===== src/rtl/audclk_pkg.sv =====
package audclk_pkg;

    // Source chosen for the downstream clock generator
    typedef enum logic [1:0] {
        SRC_NONE = 2'd0,
        SRC_MCLK = 2'd1,
        SRC_BCLK = 2'd2
    } clk_src_e;

    // Result of arbitration between the two candidates
    typedef struct packed {
        clk_src_e src;
        logic     hiz;
    } route_t;

    // True when got lies within +/- tol of want
    function automatic logic near(input int unsigned got,
                                  input int unsigned want,
                                  input int unsigned tol);
        return ((got + tol) >= want) && (got <= (want + tol));
    endfunction

endpackage


===== src/rtl/audclk_ratio_match.sv =====
module audclk_ratio_match
    import audclk_pkg::*;
#(
    parameter int                    CNT_W = 12,
    parameter int                    N     = 3,
    parameter int                    TOL   = 1,
    parameter logic [N*CNT_W-1:0]    LIST  = '0
) (
    input  logic [CNT_W:0] count,
    output logic           hit
);
    logic [N-1:0] hit_v;

    // One window comparator per allowed ratio
    for (genvar i = 0; i < N; i++) begin : g_win
        assign hit_v[i] = near(32'(count), 32'(LIST[i*CNT_W +: CNT_W]), 32'(TOL));
    end

    assign hit = |hit_v;
endmodule


===== src/rtl/audclk_rate_check.sv =====
module audclk_rate_check
    import audclk_pkg::*;
#(
    parameter int                 CNT_W   = 12,
    parameter int                 N       = 3,
    parameter int                 TOL     = 1,
    parameter logic [N*CNT_W-1:0] LIST    = '0,
    parameter int                 PERSIST = 4,
    parameter int                 TIMEOUT = 64
) (
    input  logic clk,
    input  logic rst,
    input  logic edge_stb,
    input  logic frame_stb,
    output logic ok
);
    localparam int SUM_W  = CNT_W + 1;
    localparam int RUN_W  = $clog2(PERSIST + 1);
    localparam int IDLE_W = $clog2(TIMEOUT + 1);

    logic [CNT_W-1:0]  cnt_q;
    logic [SUM_W-1:0]  frame_cnt;
    logic [IDLE_W-1:0] idle_q;
    logic [RUN_W-1:0]  run_q;
    logic              primed_q;
    logic              ok_q;
    logic              hit;
    logic              dead;

    // Edge total for the frame closing this cycle
    assign frame_cnt = {1'b0, cnt_q} + SUM_W'(edge_stb);
    assign dead      = (idle_q == IDLE_W'(TIMEOUT));

    audclk_ratio_match #(
        .CNT_W (CNT_W),
        .N     (N),
        .TOL   (TOL),
        .LIST  (LIST)
    ) u_match (
        .count (frame_cnt),
        .hit   (hit)
    );

    always_ff @(posedge clk) begin
        if (rst) begin
            cnt_q    <= '0;
            idle_q   <= '0;
            run_q    <= '0;
            primed_q <= 1'b0;
            ok_q     <= 1'b0;
        end else begin
            primed_q <= primed_q | frame_stb;

            if (frame_stb)
                cnt_q <= '0;
            else if (edge_stb && (cnt_q != '1))
                cnt_q <= cnt_q + CNT_W'(1);

            if (edge_stb)
                idle_q <= '0;
            else if (!dead)
                idle_q <= idle_q + IDLE_W'(1);

            if (dead) begin
                ok_q  <= 1'b0;
                run_q <= '0;
            end else if (frame_stb && primed_q) begin
                if (hit == ok_q)
                    run_q <= '0;
                else if (run_q == RUN_W'(PERSIST - 1)) begin
                    ok_q  <= ~ok_q;
                    run_q <= '0;
                end else
                    run_q <= run_q + RUN_W'(1);
            end
        end
    end

    assign ok = ok_q;

    // a stalled clock is dropped on the next edge
    assert_dead_drops_R5: assert property (@(posedge clk) disable iff (rst)
        dead |=> !ok_q);

    // acquisition only happens at a frame boundary
    assert_rise_at_frame_R3: assert property (@(posedge clk) disable iff (rst)
        $rose(ok_q) |-> $past(frame_stb));

    // loss only at a frame boundary or after a stall
    assert_fall_cause_R4: assert property (@(posedge clk) disable iff (rst)
        $fell(ok_q) |-> ($past(frame_stb) || $past(dead)));

    // nothing is judged before the first window opens
    assert_unprimed_R10: assert property (@(posedge clk) disable iff (rst)
        !primed_q |-> !ok_q);

    // the run counter never passes its limit
    assert_run_bound_R3: assert property (@(posedge clk) disable iff (rst)
        run_q < RUN_W'(PERSIST));
endmodule


===== src/rtl/audclk_src_arbiter.sv =====
module audclk_src_arbiter
    import audclk_pkg::*;
(
    input  logic   mclk_ok,
    input  logic   bclk_ok,
    output route_t route
);
    always_comb begin
        route.hiz = ~bclk_ok;
        if (mclk_ok)
            route.src = SRC_MCLK;
        else if (bclk_ok)
            route.src = SRC_BCLK;
        else
            route.src = SRC_NONE;
    end
endmodule


===== src/rtl/clksrc_select.sv =====
module clksrc_select
    import audclk_pkg::*;
#(
    parameter int                        CNT_W       = 12,
    parameter int                        TOL         = 1,
    parameter int                        PERSIST     = 4,
    parameter int                        TIMEOUT     = 64,
    parameter int                        MCLK_N      = 3,
    parameter logic [MCLK_N*CNT_W-1:0]   MCLK_RATIOS = {12'd512, 12'd384, 12'd256},
    parameter int                        BCLK_N      = 3,
    parameter logic [BCLK_N*CNT_W-1:0]   BCLK_RATIOS = {12'd64, 12'd48, 12'd32}
) (
    input  logic       clk,
    input  logic       rst,
    input  logic       mclk_stb,
    input  logic       bclk_stb,
    input  logic       ws_stb,
    output logic [1:0] src_sel,
    output logic       mclk_valid,
    output logic       bclk_valid,
    output logic       out_hiz
);
    logic   m_ok;
    logic   b_ok;
    route_t route;

    audclk_rate_check #(
        .CNT_W   (CNT_W),
        .N       (MCLK_N),
        .TOL     (TOL),
        .LIST    (MCLK_RATIOS),
        .PERSIST (PERSIST),
        .TIMEOUT (TIMEOUT)
    ) u_mclk_chk (
        .clk       (clk),
        .rst       (rst),
        .edge_stb  (mclk_stb),
        .frame_stb (ws_stb),
        .ok        (m_ok)
    );

    audclk_rate_check #(
        .CNT_W   (CNT_W),
        .N       (BCLK_N),
        .TOL     (TOL),
        .LIST    (BCLK_RATIOS),
        .PERSIST (PERSIST),
        .TIMEOUT (TIMEOUT)
    ) u_bclk_chk (
        .clk       (clk),
        .rst       (rst),
        .edge_stb  (bclk_stb),
        .frame_stb (ws_stb),
        .ok        (b_ok)
    );

    audclk_src_arbiter u_arb (
        .mclk_ok (m_ok),
        .bclk_ok (b_ok),
        .route   (route)
    );

    assign src_sel    = route.src;
    assign mclk_valid = m_ok;
    assign bclk_valid = b_ok;
    assign out_hiz    = route.hiz;

    assert_mclk_priority_R6: assert property (@(posedge clk) disable iff (rst)
        mclk_valid |-> (src_sel == 2'd1));

    assert_bclk_fallback_R7: assert property (@(posedge clk) disable iff (rst)
        (!mclk_valid && bclk_valid) |-> (src_sel == 2'd2));

    assert_no_source_R8: assert property (@(posedge clk) disable iff (rst)
        (!mclk_valid && !bclk_valid) |-> (src_sel == 2'd0));

    assert_hiz_tracks_R9: assert property (@(posedge clk) disable iff (rst)
        out_hiz == !bclk_valid);
endmodule


===== config.mk =====
export PLATFORM = sky130hd
export DESIGN_NAME = clksrc_select
export DESIGN_NICKNAME = d
export VERILOG_FILES = /design/src/rtl/audclk_pkg.sv /design/src/rtl/audclk_ratio_match.sv /design/src/rtl/audclk_rate_check.sv /design/src/rtl/audclk_src_arbiter.sv /design/src/rtl/clksrc_select.sv
export SDC_FILE = /design/constraint.sdc
export NUM_CORES = 1
export LEC_CHECK = 0
export CELL_PAD_IN_SITES_DETAIL_PLACEMENT = 1
export CELL_PAD_IN_SITES_GLOBAL_PLACEMENT = 1
export CORE_AREA = 2 2 98 100
export DETAILED_ROUTE_END_ITERATION = 16
export DIE_AREA = 0 0 100 102
export GPL_TIMING_DRIVEN = 0
export HOLD_SLACK_MARGIN = 0.05
export PLACE_DENSITY_LB_ADDON = 0.25
export SLEW_MARGIN = 20
export SYNTH_ARGS = -nofsm -noshare
export SYNTH_HDL_FRONTEND = slang
export SYNTH_SLANG_ARGS = --single-unit

===== constraint.sdc =====
create_clock -name clk -period 6.15 [get_ports clk]
set_clock_uncertainty 0.05 [all_clocks]
set_input_delay 1.845 -clock clk [delete_from_list [all_inputs] [get_ports clk]]
set_output_delay 1.845 -clock clk [all_outputs]
set_load 0.005 [all_outputs]

==> impl_metrics.xml, run 1 <==
<?xml version="1.0" encoding="UTF-8"?>
<metrics>
  <group name="timing">
    <metric name="finalMaxSlewViolations" unit="">0</metric>
    <metric name="grt_setup_unrepaired" unit="">false</metric>
    <metric name="totalNegativeSetupSlack" unit="ps">0</metric>
    <metric name="report.final.hold_viol_count" unit="">0</metric>
    <metric name="tightestPinTransition" unit="ps">584</metric>
    <metric name="layout_worst_path_cycle_share" unit="">0.799</metric>
    <metric name="slew_headroom" unit="">0.608</metric>
    <metric name="max_clock_freq" unit="GHz">0.203</metric>
    <metric name="min_period" unit="ps">4920</metric>
    <metric name="setup-violations-final" unit="">0</metric>
  </group>
  <group name="synth">
    <metric name="count_of_flip_flops_with_a_built_in_enable_after_synthesis" unit="">0</metric>
    <metric name="synth.yosys.seq_area_share" unit="">0.311</metric>
    <metric name="synth_cells" unit="">381</metric>
    <metric name="yosys_warnings" unit="">0</metric>
    <metric name="top_area_cells_in_the_synthesized_netlist" unit="">dfxtp_1 31%, xnor2_1 7.4%, ha_1 6.9%, nor2_1 4.6%, nor3_1 3.7%</metric>
    <metric name="postSynthNetCount" unit="">403</metric>
    <metric name="synth.largest_area_cell" unit="">dfxtp_1</metric>
    <metric name="netlist_top_cells_count" unit="">48 x dfxtp_1, 38 x nor2_1, 26 x xnor2_1</metric>
    <metric name="post_synth_num_cell_types" unit="">60</metric>
    <metric name="syn_area" unit="um2">3090</metric>
    <metric name="synth_top_flop_cell" unit="">dfxtp_1</metric>
    <metric name="synth_top_area_share" unit="">0.311</metric>
    <metric name="async_flop_share" unit="">0</metric>
    <metric name="postSynthAreaPerCell" unit="um2">8.12</metric>
    <metric name="yosys.cell_count.top_type" unit="">dfxtp_1</metric>
    <metric name="yosys_register_bits" unit="">48</metric>
  </group>
  <group name="critical_path">
    <metric name="cp_max_fo" unit="">7</metric>
    <metric name="critical_path_arrival" unit="ps">5060</metric>
    <metric name="startpoint_type" unit="">input port</metric>
    <metric name="cp-end-kind" unit="">register</metric>
    <metric name="timing.critical_path.required" unit="ps">6300</metric>
    <metric name="worst-setup-path-type" unit="">in -&gt; reg</metric>
  </group>
  <group name="clocking">
    <metric name="postCtsSetupBuffers" unit="">0</metric>
    <metric name="htree_levels" unit="">2</metric>
    <metric name="worst_skew_pair.late_latency" unit="ps">300</metric>
    <metric name="post_cts_gate_resize_count" unit="">0</metric>
    <metric name="cts.clk_slew.worst_paths" unit="ps">100</metric>
    <metric name="tritoncts" unit="">yes</metric>
    <metric name="root_buffer" unit="">clkbuf_8</metric>
    <metric name="cts_buffers" unit="">5</metric>
    <metric name="post_cts_hold_buffer_count" unit="">0</metric>
    <metric name="cts.sink_count" unit="">48</metric>
    <metric name="clock_path_buffers" unit="">2</metric>
  </group>
  <group name="die">
    <metric name="std_cell_rows" unit="">35</metric>
    <metric name="initial_utilization" unit="">0.340</metric>
    <metric name="num_io_pins" unit="">10</metric>
    <metric name="chipWidth" unit="um">100</metric>
    <metric name="die_area" unit="um2">10200</metric>
    <metric name="core_region_area" unit="um2">9110</metric>
    <metric name="die_h" unit="um">102</metric>
  </group>
  <group name="grt">
    <metric name="first_global_vias" unit="">2699</metric>
    <metric name="grt_antenna_before_repair" unit="">0</metric>
    <metric name="gr-usage-all-layers" unit="">0.154</metric>
    <metric name="globalRouteOverflowTotal" unit="">0</metric>
    <metric name="grt_max_degree" unit="">17</metric>
    <metric name="grt_first_pass_wirelength" unit="um">12900</metric>
  </group>
  <group name="power">
    <metric name="vdd_ir_drop_max" unit="uV">82.3</metric>
    <metric name="leakagePower" unit="uW">0.00117</metric>
    <metric name="finalPower" unit="uW">589</metric>
    <metric name="power_density" unit="nW/um2">172</metric>
  </group>
  <group name="cells_and_area">
    <metric name="areaGrowthSynthToFinish" unit="%">10.8</metric>
    <metric name="drive_above_1_share" unit="">0.0756</metric>
    <metric name="antenna-diode-count" unit="">0</metric>
    <metric name="layoutNonFillerInstCount" unit="">508</metric>
    <metric name="net_count_of_the_finished_layout" unit="">418</metric>
  </group>
  <group name="route">
    <metric name="route.vias.total" unit="">2728</metric>
    <metric name="detailed_routing_iterations_pass_1" unit="">4</metric>
    <metric name="routed_via_density" unit="">5.37</metric>
    <metric name="detail-route-antenna-nets" unit="">0</metric>
    <metric name="drt-total-wl" unit="um">7360</metric>
    <metric name="drt_iter0_drc" unit="">86</metric>
    <metric name="drcViolationCount" unit="">0</metric>
    <metric name="drt-wirelength-per-cell" unit="um">14.5</metric>
  </group>
  <group name="placement">
    <metric name="dpl.hpwl" unit="um">5660</metric>
    <metric name="placedCellCount" unit="">500</metric>
    <metric name="place.gp.congestion" unit="">0.809</metric>
    <metric name="numPortBuffers" unit="">8</metric>
  </group>
  <group name="job">
    <metric name="cap_viol_max_count" unit="">0</metric>
  </group>
  <group name="run_status">
    <metric name="outcome" unit="">complete, no violations</metric>
  </group>
  <group name="worst_hold_path">
    <metric name="hold_path.class" unit="">reg -&gt; reg</metric>
  </group>
</metrics>
[worst max-delay path: stages]
cell and delay, ps:
clkdlybuf4s50_1 510, ha_1 170, ha_1 290, nand3_2 170, nor2_4 190, xor2_2 300, a21oi_1 110, o31a_1 250
o32a_1 350, o32a_1 370, nor4bb_1 150, or3_1 340
[report_power, final]
group	internal [uW]	switching, uW
clock network	123	113
registers	314	3.54
logic	13.4	22.0
[cells in the final DEF (no fill, tap or decap), drive strengths merged, types with 5 or more instances in the layout]
master | synthesis | layout
a21oi | 20 | 20
and3 | 7 | 7
buf | 7 | 7
clkbuf | 13 | 18
clkdlybuf4s50 | 0 | 8
dfxtp | 48 | 48
ha | 17 | 17
inv | 13 | 14
nand2 | 20 | 20
nand2b | 5 | 5
nand3 | 23 | 23
nand4 | 10 | 10
nor2 | 40 | 40
nor2b | 7 | 7
nor3 | 25 | 25
nor4 | 6 | 6
o211ai | 5 | 5
o21ai | 15 | 15
or3 | 14 | 14
xnor2 | 26 | 26
xor2 | 13 | 13
[state kept, by name, summed over array words and instances, names as in the netlist]
| register | cells |
|---|---|
| u_bclk_chk.primed_q | 1 |
| u_mclk_chk.cnt_q | 12 |
| u_bclk_chk.idle_q | 7 |
| u_bclk_chk.cnt_q | 12 |
| u_mclk_chk.idle_q | 7 |
| u_mclk_chk.ok | 1 |
| u_mclk_chk.run_q | 3 |
| u_bclk_chk.ok | 1 |
| u_bclk_chk.run_q | 3 |
| u_mclk_chk.primed_q | 1 |
[logic make-up after synthesis]
kind of cell | count (synthesis) | share of synthesized area
flops | 48 | 0.311
buf+inv | 33 | 0.0461
xor+xnor | 39 | 0.113
mux | 3 | 0.00971
compound gates | 69 | 0.148
fa+ha+maj | 17 | 0.0687
simple gates | 172 | 0.304
[through the flow]
stage	area, um2	utilization	worst slack (ps)	hold WS, ps
after floorplan	3090	-	1700	386
after global placement	3310	0.364	917	397
after detailed placement	3310	0.364	869	419
after CTS	3430	0.376	1220	436
after global routing	3430	0.376	1080	441
final	3430	0.376	1230	435
[final timing paths]
check | startpoint | endpoint | slack [ps] | cells after the start
hold / removal | u_bclk_chk.run_q[2] | u_bclk_chk.run_q[2] | 430 | 1
hold reg to reg | u_bclk_chk.run_q[2] | u_bclk_chk.run_q[2] | 430 | 1
setup / recovery | mclk_stb | u_mclk_chk.run_q[2] | 1230 | 12
setup reg to reg | u_mclk_chk.cnt_q[0] | u_mclk_chk.run_q[2] | 2840 | 11
[per-layer routing]
layer	up-vias	part of all wire	routed length [um]	track usage
met5	-	0	0	0
met3	2	0.018	132	0.0226
li1	1392	-	-	-
met4	0	0.0041	30	0.0285
met2	17	0.47	3430	0.262
met1	1317	0.51	3760	0.211
[cell type report]
cell class / count / area (um2)
Buffer: 20 / 93.8
Fill cell: 1129 / 5680
Tap cell: 111 / 139
Clock inverter: 3 / 46.3
Timing Repair Buffer: 8 / 80.1
Multi-Input combinational cell: 300 / 1990
Clock buffer: 5 / 68.8
Sequential cell: 48 / 961
Inverter: 13 / 48.8
Note: power is estimated with default switching activity, not from simulation.
==> run 2, diff against run 1 <==
clock period = 4.3 ns   (was 6.15 ns; I/O delays follow)
==> run 2 against run 1 <==
Effect of this change:
- sequential cell count stayed put
- combinational power is 46% higher
- first-iteration DRC count is 8.1% lower
- global-route usage about the same
- via count is 0.22% lower
- core utilization rose by 0.76 points
- sequential share of layout area shrank 0.55 points
- final cell count up 0.39%
- register-to-register slack worse by 1700 ps
- die area did not move
- sequential power increased by 43%
- worst setup slack lost 1100 ps
- critical path type unchanged
==> impl_metrics.xml, run 2 (synthesis results as in run 1) <==
<?xml version="1.0" encoding="UTF-8"?>
<metrics>
  <group name="worst_hold_path">
    <metric name="holdPathEnd" unit="">u_bclk_chk.run_q[2]</metric>
    <metric name="number_of_cells_on_the_worst_hold_path" unit="">1</metric>
    <metric name="hold_path.startpoint" unit="">u_bclk_chk.run_q[2]</metric>
    <metric name="hold_path.class" unit="">reg -&gt; reg</metric>
  </group>
  <group name="critical_path">
    <metric name="slowest_stage" unit="">clkdlybuf4s50_1</metric>
    <metric name="critical_path_arrival" unit="ps">4340</metric>
    <metric name="path_buf_inv" unit="">1</metric>
    <metric name="worst_r2r_endpoint" unit="">u_mclk_chk.run_q[2]</metric>
    <metric name="timing.critical_path.required" unit="ps">4450</metric>
    <metric name="sequence_of_cells_on_the_critical_path" unit="">clkdlybuf4s50_1, ha_1, ha_4, and3_1, or4_1, a21oi_2, nand3_1, o32a_1, o32a_1, nor4bb_1, or3_1</metric>
    <metric name="startpoint_type" unit="">input port</metric>
    <metric name="cp-end-kind" unit="">register</metric>
    <metric name="critical_path.top_delay_family" unit="">simple AND/OR/NAND/NOR gates</metric>
    <metric name="slowest_delay" unit="ps">460</metric>
    <metric name="timing.critical_path.mode_cell" unit="">o32a_1</metric>
    <metric name="rr_worst_depth" unit="">11</metric>
    <metric name="worst-setup-path-type" unit="">in -&gt; reg</metric>
    <metric name="cp_max_fo" unit="">7</metric>
    <metric name="regToRegStartpoint" unit="">u_mclk_chk.cnt_q[0]</metric>
    <metric name="timing.reg2reg.setup_slack" unit="ps">1190</metric>
  </group>
  <group name="grt">
    <metric name="globalRouteOverflowTotal" unit="">0</metric>
    <metric name="first_global_vias" unit="">2704</metric>
    <metric name="grt_max_degree" unit="">17</metric>
    <metric name="grt_antenna_before_repair" unit="">0</metric>
    <metric name="gr-usage-all-layers" unit="">0.154</metric>
    <metric name="grt_first_pass_wirelength" unit="um">12900</metric>
  </group>
  <group name="route">
    <metric name="drcViolationCount" unit="">0</metric>
    <metric name="detailed_routing_iterations_pass_1" unit="">4</metric>
    <metric name="drt_iter0_drc" unit="">79</metric>
    <metric name="drt-total-wl" unit="um">7420</metric>
    <metric name="detail-route-antenna-nets" unit="">0</metric>
    <metric name="routed_via_density" unit="">5.34</metric>
    <metric name="drt-wirelength-per-cell" unit="um">14.5</metric>
    <metric name="route.vias.total" unit="">2722</metric>
  </group>
  <group name="clocking">
    <metric name="cts.clk_slew.worst_paths" unit="ps">100</metric>
    <metric name="cts.sink_count" unit="">48</metric>
    <metric name="htree_levels" unit="">2</metric>
    <metric name="worst_skew_pair.late_latency" unit="ps">300</metric>
    <metric name="tritoncts" unit="">yes</metric>
    <metric name="post_cts_hold_buffer_count" unit="">0</metric>
    <metric name="clock_path_buffers" unit="">2</metric>
    <metric name="root_buffer" unit="">clkbuf_8</metric>
    <metric name="cts_buffers" unit="">5</metric>
  </group>
  <group name="cells_and_area">
    <metric name="antenna-diode-count" unit="">0</metric>
    <metric name="layout_commonest_cell" unit="">dfxtp_1</metric>
    <metric name="drive_above_1_share" unit="">0.0977</metric>
    <metric name="final_area" unit="um2">3500</metric>
    <metric name="layout.cells.most_common_list" unit="">48 x dfxtp_1, 38 x nor2_1, 25 x xnor2_1</metric>
    <metric name="net_count_of_the_finished_layout" unit="">420</metric>
    <metric name="reg_top3" unit="">u_bclk_chk.cnt_q: 12 flops, u_mclk_chk.cnt_q: 12 flops</metric>
    <metric name="areaGrowthSynthToFinish" unit="%">13.0</metric>
  </group>
  <group name="timing">
    <metric name="fin_hold_ws" unit="ps">435</metric>
    <metric name="grt_setup_unrepaired" unit="">false</metric>
    <metric name="worst_slack" unit="ps">111</metric>
    <metric name="report.final.hold_viol_count" unit="">0</metric>
    <metric name="slew_headroom" unit="">0.618</metric>
    <metric name="finalMaxSlewViolations" unit="">0</metric>
    <metric name="setup-violations-final" unit="">0</metric>
    <metric name="tightestPinTransition" unit="ps">569</metric>
    <metric name="min_period" unit="ps">4190</metric>
    <metric name="layout_worst_path_cycle_share" unit="">0.974</metric>
    <metric name="max_clock_freq" unit="GHz">0.239</metric>
  </group>
  <group name="die">
    <metric name="num_io_pins" unit="">10</metric>
    <metric name="initial_utilization" unit="">0.340</metric>
    <metric name="die_h" unit="um">102</metric>
    <metric name="die_area" unit="um2">10200</metric>
    <metric name="std_cell_rows" unit="">35</metric>
    <metric name="core_region_area" unit="um2">9110</metric>
    <metric name="chipWidth" unit="um">100</metric>
  </group>
  <group name="placement">
    <metric name="dpl.hpwl" unit="um">5660</metric>
    <metric name="place.gp.congestion" unit="">0.809</metric>
    <metric name="dpl_cell_area" unit="um2">3310</metric>
    <metric name="dp_slack" unit="ps">-426</metric>
    <metric name="numPortBuffers" unit="">8</metric>
  </group>
  <group name="run_status">
    <metric name="outcome" unit="">complete, no violations</metric>
  </group>
  <group name="power">
    <metric name="power_density" unit="nW/um2">241</metric>
    <metric name="leakagePower" unit="uW">0.00119</metric>
    <metric name="vdd_ir_drop_max" unit="uV">118</metric>
  </group>
  <group name="job">
    <metric name="cap_viol_max_count" unit="">0</metric>
  </group>
</metrics>
## run 2: stage by stage
step	utilization	total power (uW)	std cells	setup TNS (ps)
floorplan	-	498	381	0
global placement	0.364	513	500	-874
detailed placement	0.364	515	500	-1030
CTS	0.378	859	508	0
global route	0.384	886	510	0
finish	0.384	843	510	0
## run 2: layer usage
| metal | vias up | wire, um | global-route usage |
|---|---|---|---|
| met5 | - | 0 | 0 |
| met1 | 1305 | 3780 | 0.211 |
| met4 | 0 | 30 | 0.0285 |
| met2 | 15 | 3490 | 0.263 |
| li1 | 1400 | - | - |
| met3 | 2 | 126 | 0.0226 |
## run 2: repair_timing
item / CTS / global route
endpoints found under the setup margin: 1 / 3
pin swaps: 0 / 2
setup buffers: 0 / 2
resized for setup: 2 / 8
cloned: 0 / 0
## run 2: cell type report
cell class / instances / area (um2)
Fill cell: 1131 / 5610
Multi-Input combinational cell: 300 / 2040
Sequential cell: 48 / 961
Tap cell: 111 / 139
Timing Repair Buffer: 10 / 95.1
Buffer: 20 / 93.8
Clock buffer: 5 / 68.8
Inverter: 13 / 48.8
Clock inverter: 3 / 46.3
## run 2: worst max-delay path by stage
stage	startpoint	end	depth (start not counted)
2_1_floorplan	mclk_stb	u_mclk_chk.run_q[2]	10
3_3_place_gp	mclk_stb	u_mclk_chk.run_q[2]	12
3_5_place_dp	mclk_stb	u_mclk_chk.run_q[2]	12
4_1_cts	mclk_stb	u_mclk_chk.run_q[2]	12
5_1_grt	mclk_stb	u_mclk_chk.run_q[2]	11
6_report	mclk_stb	u_mclk_chk.run_q[2]	11
## run 2: power by group
| group | leakage [uW] | internal, uW | total (uW) | switching [uW] |
|---|---|---|---|---|
| registers | 0.000388 | 449 | 454 | 5.11 |
| logic | 0.000743 | 19.8 | 51.6 | 31.8 |
| clock network | 0.0000548 | 175 | 337 | 162 |
## run 2: worst reg2reg max path, cell delays in order (launching register included)
cell and delay, ps:
dfxtp_1 430, ha_1 240, ha_4 190, nand3_2 160, nor2_4 220, xor2_4 190, a21oi_1 80, o31a_1 250
o32a_1 350, o32a_1 370, nor4bb_1 150, or3_1 340
